--- src/rtl/scan_refresh_pkg.sv ---
// Shared constants and helpers for the display refresh controller.
// Assumes a 3-bit CPU state code; three codes mark a free memory bus.
package scan_refresh_pkg;
    localparam logic [2:0] CS_WAIT  = 3'b000;
    localparam logic [2:0] CS_ADDR1 = 3'b010;
    localparam logic [2:0] CS_STOP  = 3'b011;

    // True when the CPU leaves the memory bus idle in this cycle.
    function automatic logic bus_free(input logic [2:0] st);
        return (st == CS_WAIT) || (st == CS_ADDR1) || (st == CS_STOP);
    endfunction
endpackage

--- src/rtl/srd_timebase.sv ---
// Tick counter and display clock generator.
// Assumes cyc_tick is a single-clock pulse; produces the period end strobe,
// the asymmetric display clock and the data-drive window.
module srd_timebase #(
    parameter int TICKS = 56,
    parameter int LOW_TICKS = 10,
    parameter int REL_TICKS = 6
) (
    input  logic                       clk,
    input  logic                       rst_n,
    input  logic                       tick,
    output logic [$clog2(TICKS)-1:0]   tcnt,
    output logic                       period_end,
    output logic                       disp_clk,
    output logic                       drive_window
);
    localparam int TW = $clog2(TICKS);
    localparam logic [TW-1:0] LAST = TW'(TICKS - 1);

    // Count ticks within one display clock period.
    always_ff @(posedge clk) begin
        if (!rst_n)
            tcnt <= '0;
        else if (tick)
            tcnt <= (tcnt == LAST) ? '0 : tcnt + 1'b1;
    end

    // Decode period end, clock phase and the data window from the count.
    always_comb begin
        period_end   = tick && (tcnt == LAST);
        disp_clk     = (tcnt >= TW'(LOW_TICKS));
        drive_window = (tcnt >= TW'(REL_TICKS));
    end


    tcnt_range_chk: assert property (@(posedge clk) disable iff (!rst_n)
        tcnt <= LAST);

    clk_rise_chk: assert property (@(posedge clk) disable iff (!rst_n)
        (tick && tcnt == TW'(LOW_TICKS - 1)) |=> $rose(disp_clk));
endmodule

--- src/rtl/srd_column.sv ---
// Column pointer and frame reset flag.
// Assumes step is the period end strobe; the pointer wraps from LAST back
// to the reset column, and the flag covers exactly that column's period.
module srd_column #(
    parameter int COL_W = 8,
    parameter logic [COL_W-1:0] FIRST = 8'h21,
    parameter logic [COL_W-1:0] LAST  = 8'hFF,
    parameter logic [7:0] PAGE = 8'h20
) (
    input  logic                 clk,
    input  logic                 rst_n,
    input  logic                 step,
    output logic [COL_W-1:0]     col,
    output logic                 blank,
    output logic                 enter_blank,
    output logic [COL_W+7:0]     addr
);
    // Steps into the reset column on this strobe.
    always_comb enter_blank = step && (col == LAST);

    // Advance the column pointer once per display clock period.
    always_ff @(posedge clk) begin
        if (!rst_n)
            col <= FIRST;
        else if (step)
            col <= (col == LAST) ? FIRST : col + 1'b1;
    end

    // Flag set by the terminal count, cleared after one full period.
    always_ff @(posedge clk) begin
        if (!rst_n)
            blank <= 1'b1;
        else if (enter_blank)
            blank <= 1'b1;
        else if (step)
            blank <= 1'b0;
    end

    // Form the frame-buffer address from the fixed page and the pointer.
    always_comb addr = {PAGE, col};


    col_wrap_chk: assert property (@(posedge clk) disable iff (!rst_n)
        (step && col == LAST) |=> (col == FIRST));

    blank_col_chk: assert property (@(posedge clk) disable iff (!rst_n)
        blank == (col == FIRST));
endmodule

--- src/rtl/srd_fetch.sv ---
// Bus-stealing column fetch, data latch and pull-down output gating.
// Assumes the memory returns data for mem_addr in the same clock.
module srd_fetch
    import scan_refresh_pkg::*;
#(
    parameter int BYTE_W = 8,
    parameter int DOTS = 7
) (
    input  logic               clk,
    input  logic               rst_n,
    input  logic               tick,
    input  logic               period_end,
    input  logic               enter_blank,
    input  logic               blank,
    input  logic               drive_window,
    input  logic [2:0]         cpu_state,
    input  logic [BYTE_W-1:0]  rdata,
    output logic               req_out,
    output logic [DOTS-1:0]    pd
);
    logic              req_q;
    logic              capture;
    logic [BYTE_W-1:0] latch_q;

    // Request only while outstanding and the bus is free.
    always_comb begin
        req_out = req_q && bus_free(cpu_state);
        capture = tick && req_out && !period_end;
    end

    // Raise the request at each data period start, drop it on capture.
    always_ff @(posedge clk) begin
        if (!rst_n)
            req_q <= 1'b0;
        else if (period_end)
            req_q <= !enter_blank;
        else if (capture)
            req_q <= 1'b0;
    end

    // Hold the last captured column byte.
    always_ff @(posedge clk) begin
        if (!rst_n)
            latch_q <= '0;
        else if (capture)
            latch_q <= rdata;
    end

    // Enable pull-downs only outside the release windows.
    always_comb pd = (drive_window && !blank) ? latch_q[DOTS-1:0] : '0;


    req_clear_chk: assert property (@(posedge clk) disable iff (!rst_n)
        (tick && req_out && !period_end) |=> !req_q);

    latch_hold_chk: assert property (@(posedge clk) disable iff (!rst_n)
        !(tick && req_out) |=> $stable(latch_q));
endmodule

--- src/rtl/scan_refresh_ctrl.sv ---
// Top of the display refresh controller: timebase, column pointer and
// fetch path. Assumes one cyc_tick pulse per CPU cycle.
module scan_refresh_ctrl #(
    parameter int TICKS = 56,
    parameter int LOW_TICKS = 10,
    parameter int REL_TICKS = 6,
    parameter int DOTS = 7
) (
    input  logic         clk,
    input  logic         rst_n,
    input  logic         cyc_tick,
    input  logic [2:0]   cpu_state,
    input  logic [7:0]   mem_rdata,
    output logic         mem_req,
    output logic [15:0]  mem_addr,
    output logic         disp_clk,
    output logic         disp_rst_n,
    output logic [6:0]   data_pd
);
    localparam int TW = $clog2(TICKS);

    logic [TW-1:0] tcnt;
    logic          period_end;
    logic          drive_window;
    logic [7:0]    col;
    logic          blank;
    logic          enter_blank;

    srd_timebase #(.TICKS(TICKS), .LOW_TICKS(LOW_TICKS), .REL_TICKS(REL_TICKS)) u_tb (
        .clk(clk), .rst_n(rst_n), .tick(cyc_tick), .tcnt(tcnt),
        .period_end(period_end), .disp_clk(disp_clk), .drive_window(drive_window)
    );

    srd_column u_col (
        .clk(clk), .rst_n(rst_n), .step(period_end), .col(col),
        .blank(blank), .enter_blank(enter_blank), .addr(mem_addr)
    );

    srd_fetch #(.BYTE_W(8), .DOTS(DOTS)) u_fetch (
        .clk(clk), .rst_n(rst_n), .tick(cyc_tick), .period_end(period_end),
        .enter_blank(enter_blank), .blank(blank), .drive_window(drive_window),
        .cpu_state(cpu_state), .rdata(mem_rdata), .req_out(mem_req), .pd(data_pd)
    );

    // Drive the display reset from the frame flag.
    always_comb disp_rst_n = !blank;


    blank_release_chk: assert property (@(posedge clk) disable iff (!rst_n)
        !disp_rst_n |-> (data_pd == '0));

    no_req_in_blank_chk: assert property (@(posedge clk) disable iff (!rst_n)
        !disp_rst_n |-> !mem_req);

    low_phase_release_chk: assert property (@(posedge clk) disable iff (!rst_n)
        (tcnt < TW'(REL_TICKS)) |-> (data_pd == '0));
endmodule

--- config.mk ---
export PLATFORM = sky130hd
export DESIGN_NAME = scan_refresh_ctrl
export DESIGN_NICKNAME = d
export VERILOG_FILES = /design/src/rtl/scan_refresh_pkg.sv /design/src/rtl/srd_timebase.sv /design/src/rtl/srd_column.sv /design/src/rtl/srd_fetch.sv /design/src/rtl/scan_refresh_ctrl.sv
export SDC_FILE = /design/constraint.sdc
export NUM_CORES = 1
export LEC_CHECK = 0
export BUFFER_PORTS_ARGS = -buffer_cell sky130_fd_sc_hd__buf_2
export CAP_MARGIN = 20
export CORE_MARGIN = 2
export CORE_UTILIZATION = 35
export DETAILED_ROUTE_END_ITERATION = 16
export PLACE_DENSITY = 0.68
export SLEW_MARGIN = 40
export SYNTH_ARGS = -nofsm -noshare
export SYNTH_HDL_FRONTEND = slang
export SYNTH_SLANG_ARGS = --single-unit
--- constraint.sdc ---
create_clock -name clk -period 1.7 [get_ports clk]
set_input_delay 0.51 -clock clk [delete_from_list [all_inputs] [get_ports clk]]
set_output_delay 0.51 -clock clk [all_outputs]
set_load 0.005 [all_outputs]
==> flow_summary_export.csv, run 1 <==
group,metric,value,unit
grt,antenna_found_initial,0,
synth,syn_area,1210,um2
timing,timing_hold_violations_final,0,
critical_path,r2r_cells,7,
detailed_routing,viasPerCell,4.69,
synth,yosysTopAreaCell,"dfxtp_1",
synth,synth_ff_type,"dfxtp_1",
hold_path,whs_endpoint,"u_fetch.latch_q[3]",
final_layout,final-seq-area,467,um2
clock_tree,clock-sinks,23,
place,dp_hpwl,1880,um
detailed_routing,via_count,1055,
critical_path,cp.arrival,1360,ps
critical_path,endpoint_kind,"primary output",
synth,avgSynthCellArea,8.49,um2
outcome,status,"finished, violations left",
grt,grt_max_degree,16,
synth,yosysWarnings,0,
clock_tree,cts_max_level,1,
detailed_routing,drt_wl_total,2500,um
synth,synthArstFlopShare,0,
synth,synth_cell_types,36,
synth,ys_ff_latch,23,
timing,setup_viol,8,
final_layout,n_fill_cell,341,
timing,rsz0062_at_grt,"true",
grt,grt_usage,0.121,
final_layout,synthToLayoutAreaGrowth,27.2,%
critical_path,crit_buf_inv,2,
critical_path,cp-start-kind,"flip-flop",
critical_path,cpPeakStageDelay,350,ps
clock_tree,cts_buffers,3,
clock_tree,cts_buffer_depth,2,
synth,yosysMostFrequentCell,"dfxtp_1",
timing,fin_ws,-174,ps
place,globalplace.congestion,0.766,
hold_path,hold_class,"primary input to flip-flop",
critical_path,r2r-start,"u_tb.tcnt[1]",
clock_tree,tritoncts,"done",
detailed_routing,drt_iter0_drc,41,
timing,final_max_slew_viol_count,0,
final_layout,drive_above_1_share,0.341,
clock_tree,root_buffer,"clkbuf_4",
grt,gr-total-overflow,0,
final_layout,nets,197,
clock_tree,ctsHoldBuffers,0,
floorplanning,die_x,62.7,um
synth,ys_seq_area_frac,0.382,
timing,finClkSkew,4.44,ps
floorplanning,row_count,21,
floorplanning,fp.coreArea,3310,um2
final_layout,diodes,0,
final_layout,final_util,0.463,
critical_path,path_max_fanout,7,
synth,synthCells,142,
place,dpl_cell_area,1420,um2
floorplanning,die_area,3930,um2
grt,grt_pass1_vias,907,
synth,synth_edf_count,0,
timing,period_needed,1870,ps
critical_path,critPathTopFamily,"flip-flops",
critical_path,crit_chain,"inv_2 > ha_4 > o21ai_4 > a21oi_4 > and2_1 > buf_2",
power,power.density,578,nW/um2
outcome,violations,"negative setup slack",
place,io_buffer_count,30,
timing,fmax,534,MHz
detailed_routing,drc,0,
critical_path,cp.required,1190,ps
floorplanning,initial_core_util,0.364,
job,maxCapViolCount,0,
hold_path,hold_path_startpoint,"mem_rdata[3]",
timing,finalCritPeriodShare,1.10,
grt,grt_first_pass_wirelength,3880,um
synth,synth_area_leaders,"dfxtp_1, and2_1, xnor2_1",
detailed_routing,dr.pass1.iters,4,
clock_tree,insertion_delay,310,ps
hold_path,min_path_cells,3,
detailed_routing,ant_nets,0,
critical_path,rrSetupSlack,120,ps
power,peakVddDrop,0.329,mV
final_layout,fin_area,1530,um2
detailed_routing,post_drt_wl_per_cell,11.1,um
floorplanning,ios,40,
critical_path,reg2reg_to,"u_tb.tcnt[5]",
final_layout,multi_input_area,731,um2
floorplanning,die_h,62.7,um
critical_path,setup.worst_path.class,"flip-flop to primary output",
power,leakagePower,0.661,nW
clock_tree,clk_pin_slew_worst_paths,120,ps
critical_path,worst_path_max_delay_cell,"dfxtp_2",
synth,synth_top_area_share,0.382,
synth,yosys-top-cells-count,"dfxtp_1, and2_1, nand3_1, nor2_1, o21ai_0",
worst min-delay path: stages:
cell and delay (ps):
buf_2 100, nand3_1 60, a21boi_1 50
layout by cell type, fill, tap and decap left out, types with 2 or more instances in the layout:
master | netlist | routed
dfxtp_1 | 23 | 20
buf_2 | 2 | 30
nand4b_1 | 2 | 2
xnor2_1 | 7 | 7
o21ai_0 | 10 | 8
a21boi_0 | 6 | 6
buf_6 | 0 | 2
nor3_1 | 3 | 2
buf_4 | 8 | 9
nand4_1 | 6 | 6
nand2_1 | 7 | 7
and2_2 | 1 | 2
ha_1 | 3 | 2
conb_1 | 2 | 8
dfxtp_2 | 0 | 2
nand2b_1 | 2 | 2
nor2_1 | 10 | 10
inv_1 | 3 | 2
and2_1 | 13 | 12
xor2_1 | 3 | 3
clkbuf_4 | 0 | 3
o21ai_4 | 0 | 2
nand3_1 | 10 | 10
power breakdown:
| part | leakage, nW | total [W] | switching, W | internal [W] |
|---|---|---|---|---|
| logic | 0.456 | 0.0000875 | 0.0000418 | 0.0000457 |
| registers | 0.187 | 0.000550 | 0.00000536 | 0.000545 |
| clock network | 0.0177 | 0.000249 | 0.000161 | 0.0000880 |
| total | 0.661 | 0.000886 | 0.000208 | 0.000678 |
stage by stage:
stage	TNS (ps)	total power (W)	cells	setup slack, ps	hold WS, ps
final	-1140	0.000886	225	-174	445
after global routing	-1700	0.000929	225	-241	434
after CTS	-1570	0.000890	225	-221	431
after detailed placement	-301	0.000626	219	-48.5	461
after global placement	-57.4	0.000625	219	-9.80	461
after floorplan	0	0.000607	148	171	448
sequential cells by signal (all words and copies together), names as in the netlist:
register         flops
u_col.col            8
u_col.blank          1
u_fetch.req_q        1
u_fetch.latch_q      7
u_tb.tcnt            6
cell families (layout without fill, tap and decap cells):
logic type | Yosys count | in the layout | share of synthesized area
adder cells (fa/ha/maj) | 3 | 3 | 0.0311
multiplexers | 1 | 1 | 0.00830
XOR/XNOR | 10 | 10 | 0.0726
AO/OA/AOI/OAI | 24 | 24 | 0.127
other | 2 | 8 | 0.00623
AND/OR/NAND/NOR | 62 | 62 | 0.293
flip-flops | 23 | 23 | 0.382
buffers and inverters | 17 | 48 | 0.0809
layout make-up:
type / count / area share
inverter: 3 / 0.00734
clock buffer: 3 / 0.0147
clock inverter: 1 / 0.00326
timing repair buffer: 41 / 0.157
multi-input combinational: 108 / 0.476
tap: 46 / 0.0375
sequential: 23 / 0.304
worst max-delay path by stage:
stage,start,end,slack (ps),depth (start not counted)
6_report,u_tb.tcnt[0],data_pd[5],-170,6
2_1_floorplan,cyc_tick,u_col.col[3],170,6
5_1_grt,u_tb.tcnt[0],data_pd[5],-240,6
4_1_cts,u_tb.tcnt[0],data_pd[2],-220,6
3_5_place_dp,u_tb.tcnt[1],data_pd[2],-50,5
3_3_place_gp,u_tb.tcnt[1],data_pd[5],-10,5
per-layer routing:
metal  routed length [um]  global-route usage  share of wire  vias to the layer above
li1                     -                   -              -                      546
met1                 1110               0.150           0.44                      469
met2                 1200               0.203           0.48                       38
met3                  182              0.0360          0.073                        2
met4                   14              0.0333         0.0056                        0
met5                    0                   0              0                        -
timing repair:
item,4_1_cts,5_1_grt
gates cloned,0,0
resized for setup,10,11
endpoints found under the setup margin,7,25
buffers inserted,2,0
pin swaps,11,5
Power figures use the tool's default switching activity.
==> inputs of run 2 (changes only) <==
Settings changed: RECOVER_POWER from default to 100, SETUP_SLACK_MARGIN from default to 0.15.
==> flow_summary_export.csv, run 2 (synthesis gave the netlist of run 1 again) <==
group,metric,value,unit
detailed_routing,drc,0,
detailed_routing,wl_met3,162,um
final_layout,multi_input_area,749,um2
floorplanning,row_count,21,
critical_path,path_max_fanout,7,
grt,grt_usage,0.121,
final_layout,fin_area,1560,um2
clock_tree,cts_max_level,1,
final_layout,layout_common_cells,"buf_2, dfxtp_1, and2_1, nor2_1, nand3_1",
clock_tree,tritoncts,"done",
floorplanning,die_area,3930,um2
place,dpl_cell_area,1420,um2
place,globalplace.congestion,0.766,
clock_tree,clock-sinks,23,
grt,gr-total-overflow,0,
timing,fin_ws,-175,ps
critical_path,cp.arrival,1360,ps
critical_path,cp.required,1190,ps
place,place_inst,219,
clock_tree,insertion_delay,310,ps
final_layout,reg_top3,"u_col.col (8), u_fetch.latch_q (7), u_tb.tcnt (6)",
detailed_routing,ant_nets,0,
place,dp_hpwl,1880,um
grt,grt_max_degree,16,
floorplanning,fp.coreArea,3310,um2
final_layout,n_fill_cell,349,
detailed_routing,top_layer_used,"met4",
detailed_routing,drt_wl_total,2580,um
place,io_buffer_count,30,
grt,grt_pass1_vias,905,
floorplanning,die_x,62.7,um
place,dp_slack,-48.5,ps
timing,fmax,533,MHz
critical_path,setup.worst_path.class,"flip-flop to primary output",
job,maxCapViolCount,0,
power,peakVddDrop,0.333,mV
critical_path,cp-start-kind,"flip-flop",
floorplanning,ios,40,
final_layout,final-seq-area,468,um2
timing,final_max_slew_viol_count,0,
final_layout,synthToLayoutAreaGrowth,29.6,%
clock_tree,cts_buffers,3,
timing,period_needed,1870,ps
detailed_routing,viasPerCell,4.72,
floorplanning,die_h,62.7,um
final_layout,layoutNonFillerInstCount,226,
grt,grt_first_pass_wirelength,3890,um
detailed_routing,via_count,1067,
final_layout,top_register,"u_col.col",
timing,finalCritPeriodShare,1.10,
final_layout,nets,198,
power,leakagePower,0.669,nW
timing,rsz0062_at_grt,"true",
power,power.density,570,nW/um2
detailed_routing,met1_length,1170,um
power,total_power,0.000891,W
timing,finClkSkew,3.30,ps
grt,antenna_found_initial,0,
clock_tree,root_buffer,"clkbuf_4",
outcome,violations,"negative setup slack",
final_layout,largest_reg_flops,8,
detailed_routing,wl_met2,1220,um
timing,timing_hold_violations_final,0,
critical_path,endpoint_kind,"primary output",
final_layout,layout_commonest_cell,"buf_2",
detailed_routing,dr.pass1.iters,4,
timing,setup_viol,8,
floorplanning,initial_core_util,0.364,
clock_tree,clk_pin_slew_worst_paths,120,ps
detailed_routing,drt_iter0_drc,34,
final_layout,diodes,0,
detailed_routing,post_drt_wl_per_cell,11.4,um
clock_tree,cts_buffer_depth,2,
hold_path,hold_class,"primary input to flip-flop",
outcome,status,"finished, violations left",
final_layout,drive_above_1_share,0.328,
[run 2: cell types whose count changed in the layout (fill, tap and decap cells not counted), sizes merged]
cell | before | now
dlymetal6s2s | 0 | 1
clkbuf | 3 | 7
buf | 41 | 37
[run 2: power breakdown]
part | switching [W] | leakage, nW | internal [W]
Clock | 0.000162 | 0.0177 | 0.0000880
Combinational | 0.0000446 | 0.464 | 0.0000468
Sequential | 0.00000529 | 0.188 | 0.000545
Total | 0.000212 | 0.669 | 0.000680
[run 2: final timing paths]
kind                                    startpoint            endpoint  slack (ps)  depth (start not counted)
worst max-delay path                  u_tb.tcnt[0]          data_pd[5]        -170                          6
worst min-delay path                  mem_rdata[3]  u_fetch.latch_q[3]         450                          3
worst max register to register        u_tb.tcnt[1]        u_col.col[6]           0                          7
worst min register to register  u_fetch.latch_q[3]  u_fetch.latch_q[3]         480                          2
[run 2: worst max-delay path: stages, from the launching register on]
cell	delay, ps
dfxtp_2	350
inv_2	40
ha_4	160
o21ai_4	140
a21oi_4	90
and2_1	160
buf_2	120
[run 2: cell type report]
| type | count | share of cell area |
|---|---|---|
| Multi-Input combinational cell | 108 | 0.480 |
| Sequential cell | 23 | 0.299 |
| Timing Repair Buffer | 42 | 0.159 |
| Tap cell | 46 | 0.0368 |
| Clock buffer | 3 | 0.0144 |
| Inverter | 3 | 0.00721 |
| Clock inverter | 1 | 0.00320 |
[run 2: per-layer routing]
metal	track usage	vias to the layer above
li1	-	546
met4	0.0333	0
met3	0.0360	4
met5	0	-
met2	0.200	33
met1	0.153	484
[run 2: what timing repair did]
item                                    in CTS  in global routing
endpoints found under the setup margin      26                 29
resized for setup                           17                 16
gates cloned                                 0                  0
pin swaps                                   13                  7
hold buffers                                 0                  0
buffers inserted                             3                  0
[run 2: per-stage QoR]
stage / setup TNS (ps) / util / hold WS (ps)
final: -1130 / 0.472 / 445
after global routing: -2060 / 0.472 / 433
after CTS: -1570 / 0.462 / 431
after detailed placement: -301 / 0.428 / 461
after global placement: -57.4 / 0.428 / 461
after floorplan: 0 / - / 448
==> inputs of run 3 (changes only) <==
Settings changed: PLACE_DENSITY 0.68 to 0.67, SYNTH_HIERARCHICAL from default to 1.
==> flow_summary_export.csv, run 3 <==
group,metric,value,unit
final_layout,reg_top3,"u_col/col (8), u_fetch/latch_q (7), u_tb/tcnt (6)",
timing,setup_tns,-1910,ps
final_layout,largest_reg_flops,8,
final_layout,layout_common_cells,"buf_2, nand2_1, dfxtp_1, buf_4, buf_6",
critical_path,cpPeakStageDelay,370,ps
synth,synthCells,137,
floorplanning,die_x,63.0,um
synth,yosysWarnings,6,
clock_tree,root_buffer,"clkbuf_4",
clock_tree,clk_pin_slew_worst_paths,130,ps
final_layout,diodes,0,
grt,grt_first_pass_wirelength,4330,um
detailed_routing,drc,0,
timing,final_max_slew_viol_count,0,
power,power.density,544,nW/um2
floorplanning,initial_core_util,0.365,
detailed_routing,ant_nets,0,
clock_tree,cts_buffers,3,
critical_path,endpoint_kind,"primary output",
grt,grt_usage,0.134,
timing,timing_hold_violations_final,0,
critical_path,setup.worst_path.class,"flip-flop to primary output",
final_layout,n_fill_cell,322,
final_layout,layoutNonFillerInstCount,227,
final_layout,top_register,"u_col/col",
grt,gr-total-overflow,0,
timing,setup_viol,7,
detailed_routing,drt_wl_total,2600,um
timing,period_needed,1980,ps
floorplanning,die_h,63.0,um
floorplanning,fp.coreArea,3340,um2
critical_path,critPathTopFamily,"simple AND/OR/NAND/NOR gates",
synth,avgSynthCellArea,8.89,um2
place,place_inst,217,
critical_path,crit_buf_inv,2,
clock_tree,cts_buffer_depth,2,
final_layout,final_util,0.496,
clock_tree,cts_max_level,1,
detailed_routing,dr.pass1.iters,4,
final_layout,nets,199,
clock_tree,clock-sinks,23,
synth,syn_area,1220,um2
final_layout,layout_commonest_cell,"buf_2",
detailed_routing,post_drt_wl_per_cell,11.4,um
clock_tree,ctsHoldBuffers,0,
place,io_buffer_count,30,
floorplanning,row_count,21,
timing,fmax,505,MHz
critical_path,crit_chain,"inv_2 > ha_4 > o21ai_2 > nand3b_1 > nor2b_4 > and2_4 > buf_6",
hold_path,hold_class,"primary input to flip-flop",
critical_path,cp-start-kind,"flip-flop",
outcome,status,"finished, violations left",
critical_path,path_max_fanout,7,
critical_path,worst_path_max_delay_cell,"dfxtp_4",
place,dp_hpwl,1930,um
outcome,violations,"negative setup slack",
place,dp_slack,2.37,ps
floorplanning,ios,40,
detailed_routing,drt_iter0_drc,29,
timing,finalCritPeriodShare,1.17,
clock_tree,insertion_delay,310,ps
power,peakVddDrop,0.477,mV
grt,grt_max_degree,17,
job,maxCapViolCount,0,
grt,antenna_found_initial,0,
grt,grt_pass1_vias,1014,
clock_tree,tritoncts,"done",
final_layout,synthToLayoutAreaGrowth,36.0,%
timing,rsz0062_at_grt,"true",
timing,finClkSkew,12.4,ps
critical_path,cp.required,1190,ps
critical_path,cp.arrival,1470,ps
detailed_routing,via_count,1046,
place,globalplace.congestion,0.758,
power,leakagePower,0.705,nW
timing,fin_ws,-282,ps
final_layout,drive_above_1_share,0.425,
detailed_routing,viasPerCell,4.61,
floorplanning,die_area,3970,um2
[run 3: what timing repair did]
| item | CTS | global route |
|---|---|---|
| pin swaps | 13 | 9 |
| gates resized for setup | 13 | 13 |
| cloned | 0 | 0 |
| buffers inserted | 3 | 3 |
| setup endpoints to repair | 23 | 24 |
[run 3: final timing paths]
kind,depth (start not counted),end,slack (ps),from
setup / recovery,7,data_pd[1],-280,u_tb/tcnt[0]
hold / removal,3,u_fetch/latch_q[5],430,mem_rdata[5]
setup reg to reg,8,u_fetch/latch_q[2],40,u_tb/tcnt[0]
hold reg to reg,2,u_fetch/latch_q[6],470,u_fetch/latch_q[6]
[run 3: per-layer routing]
metal  wire length, um  global-route usage  share of wire  vias to the layer above
met5                 0                   0              0                        -
li1                  -                   -              -                      535
met2              1350               0.255           0.52                       30
met4                10              0.0167         0.0038                        0
met3               124              0.0378          0.048                        2
met1              1110               0.148           0.43                      479
[run 3: final cells by class]
class / count / area, um2 / area share
Clock inverter: 1 / 5.00 / 0.00302
Timing Repair Buffer: 45 / 309 / 0.187
Multi-Input combinational cell: 104 / 769 / 0.465
Clock buffer: 3 / 22.5 / 0.0136
Inverter: 5 / 18.8 / 0.0113
Tap cell: 46 / 57.6 / 0.0348
Sequential cell: 23 / 473 / 0.286
[run 3: tightest hold or removal path, delay by kind of cell]
kind	cells	cell delay, ps
buf+inv	1	90
simple gates	1	50
mux	1	60
[run 3: power by group]
group / leakage [nW] / internal (W) / switching [W]
clock: 0.0177 / 0.0000878 / 0.000164
sequential: 0.189 / 0.000545 / 0.00000671
combinational: 0.498 / 0.0000477 / 0.0000495
[run 3: metrics by stage]
step | area [um2] | hold slack (ps) | total power [W]
floorplan | 1290 | 430 | 0.000615
global placement | 1480 | 439 | 0.000638
detailed placement | 1480 | 446 | 0.000641
CTS | 1580 | 416 | 0.000913
global route | 1660 | 410 | 0.000954
finish | 1660 | 430 | 0.000900
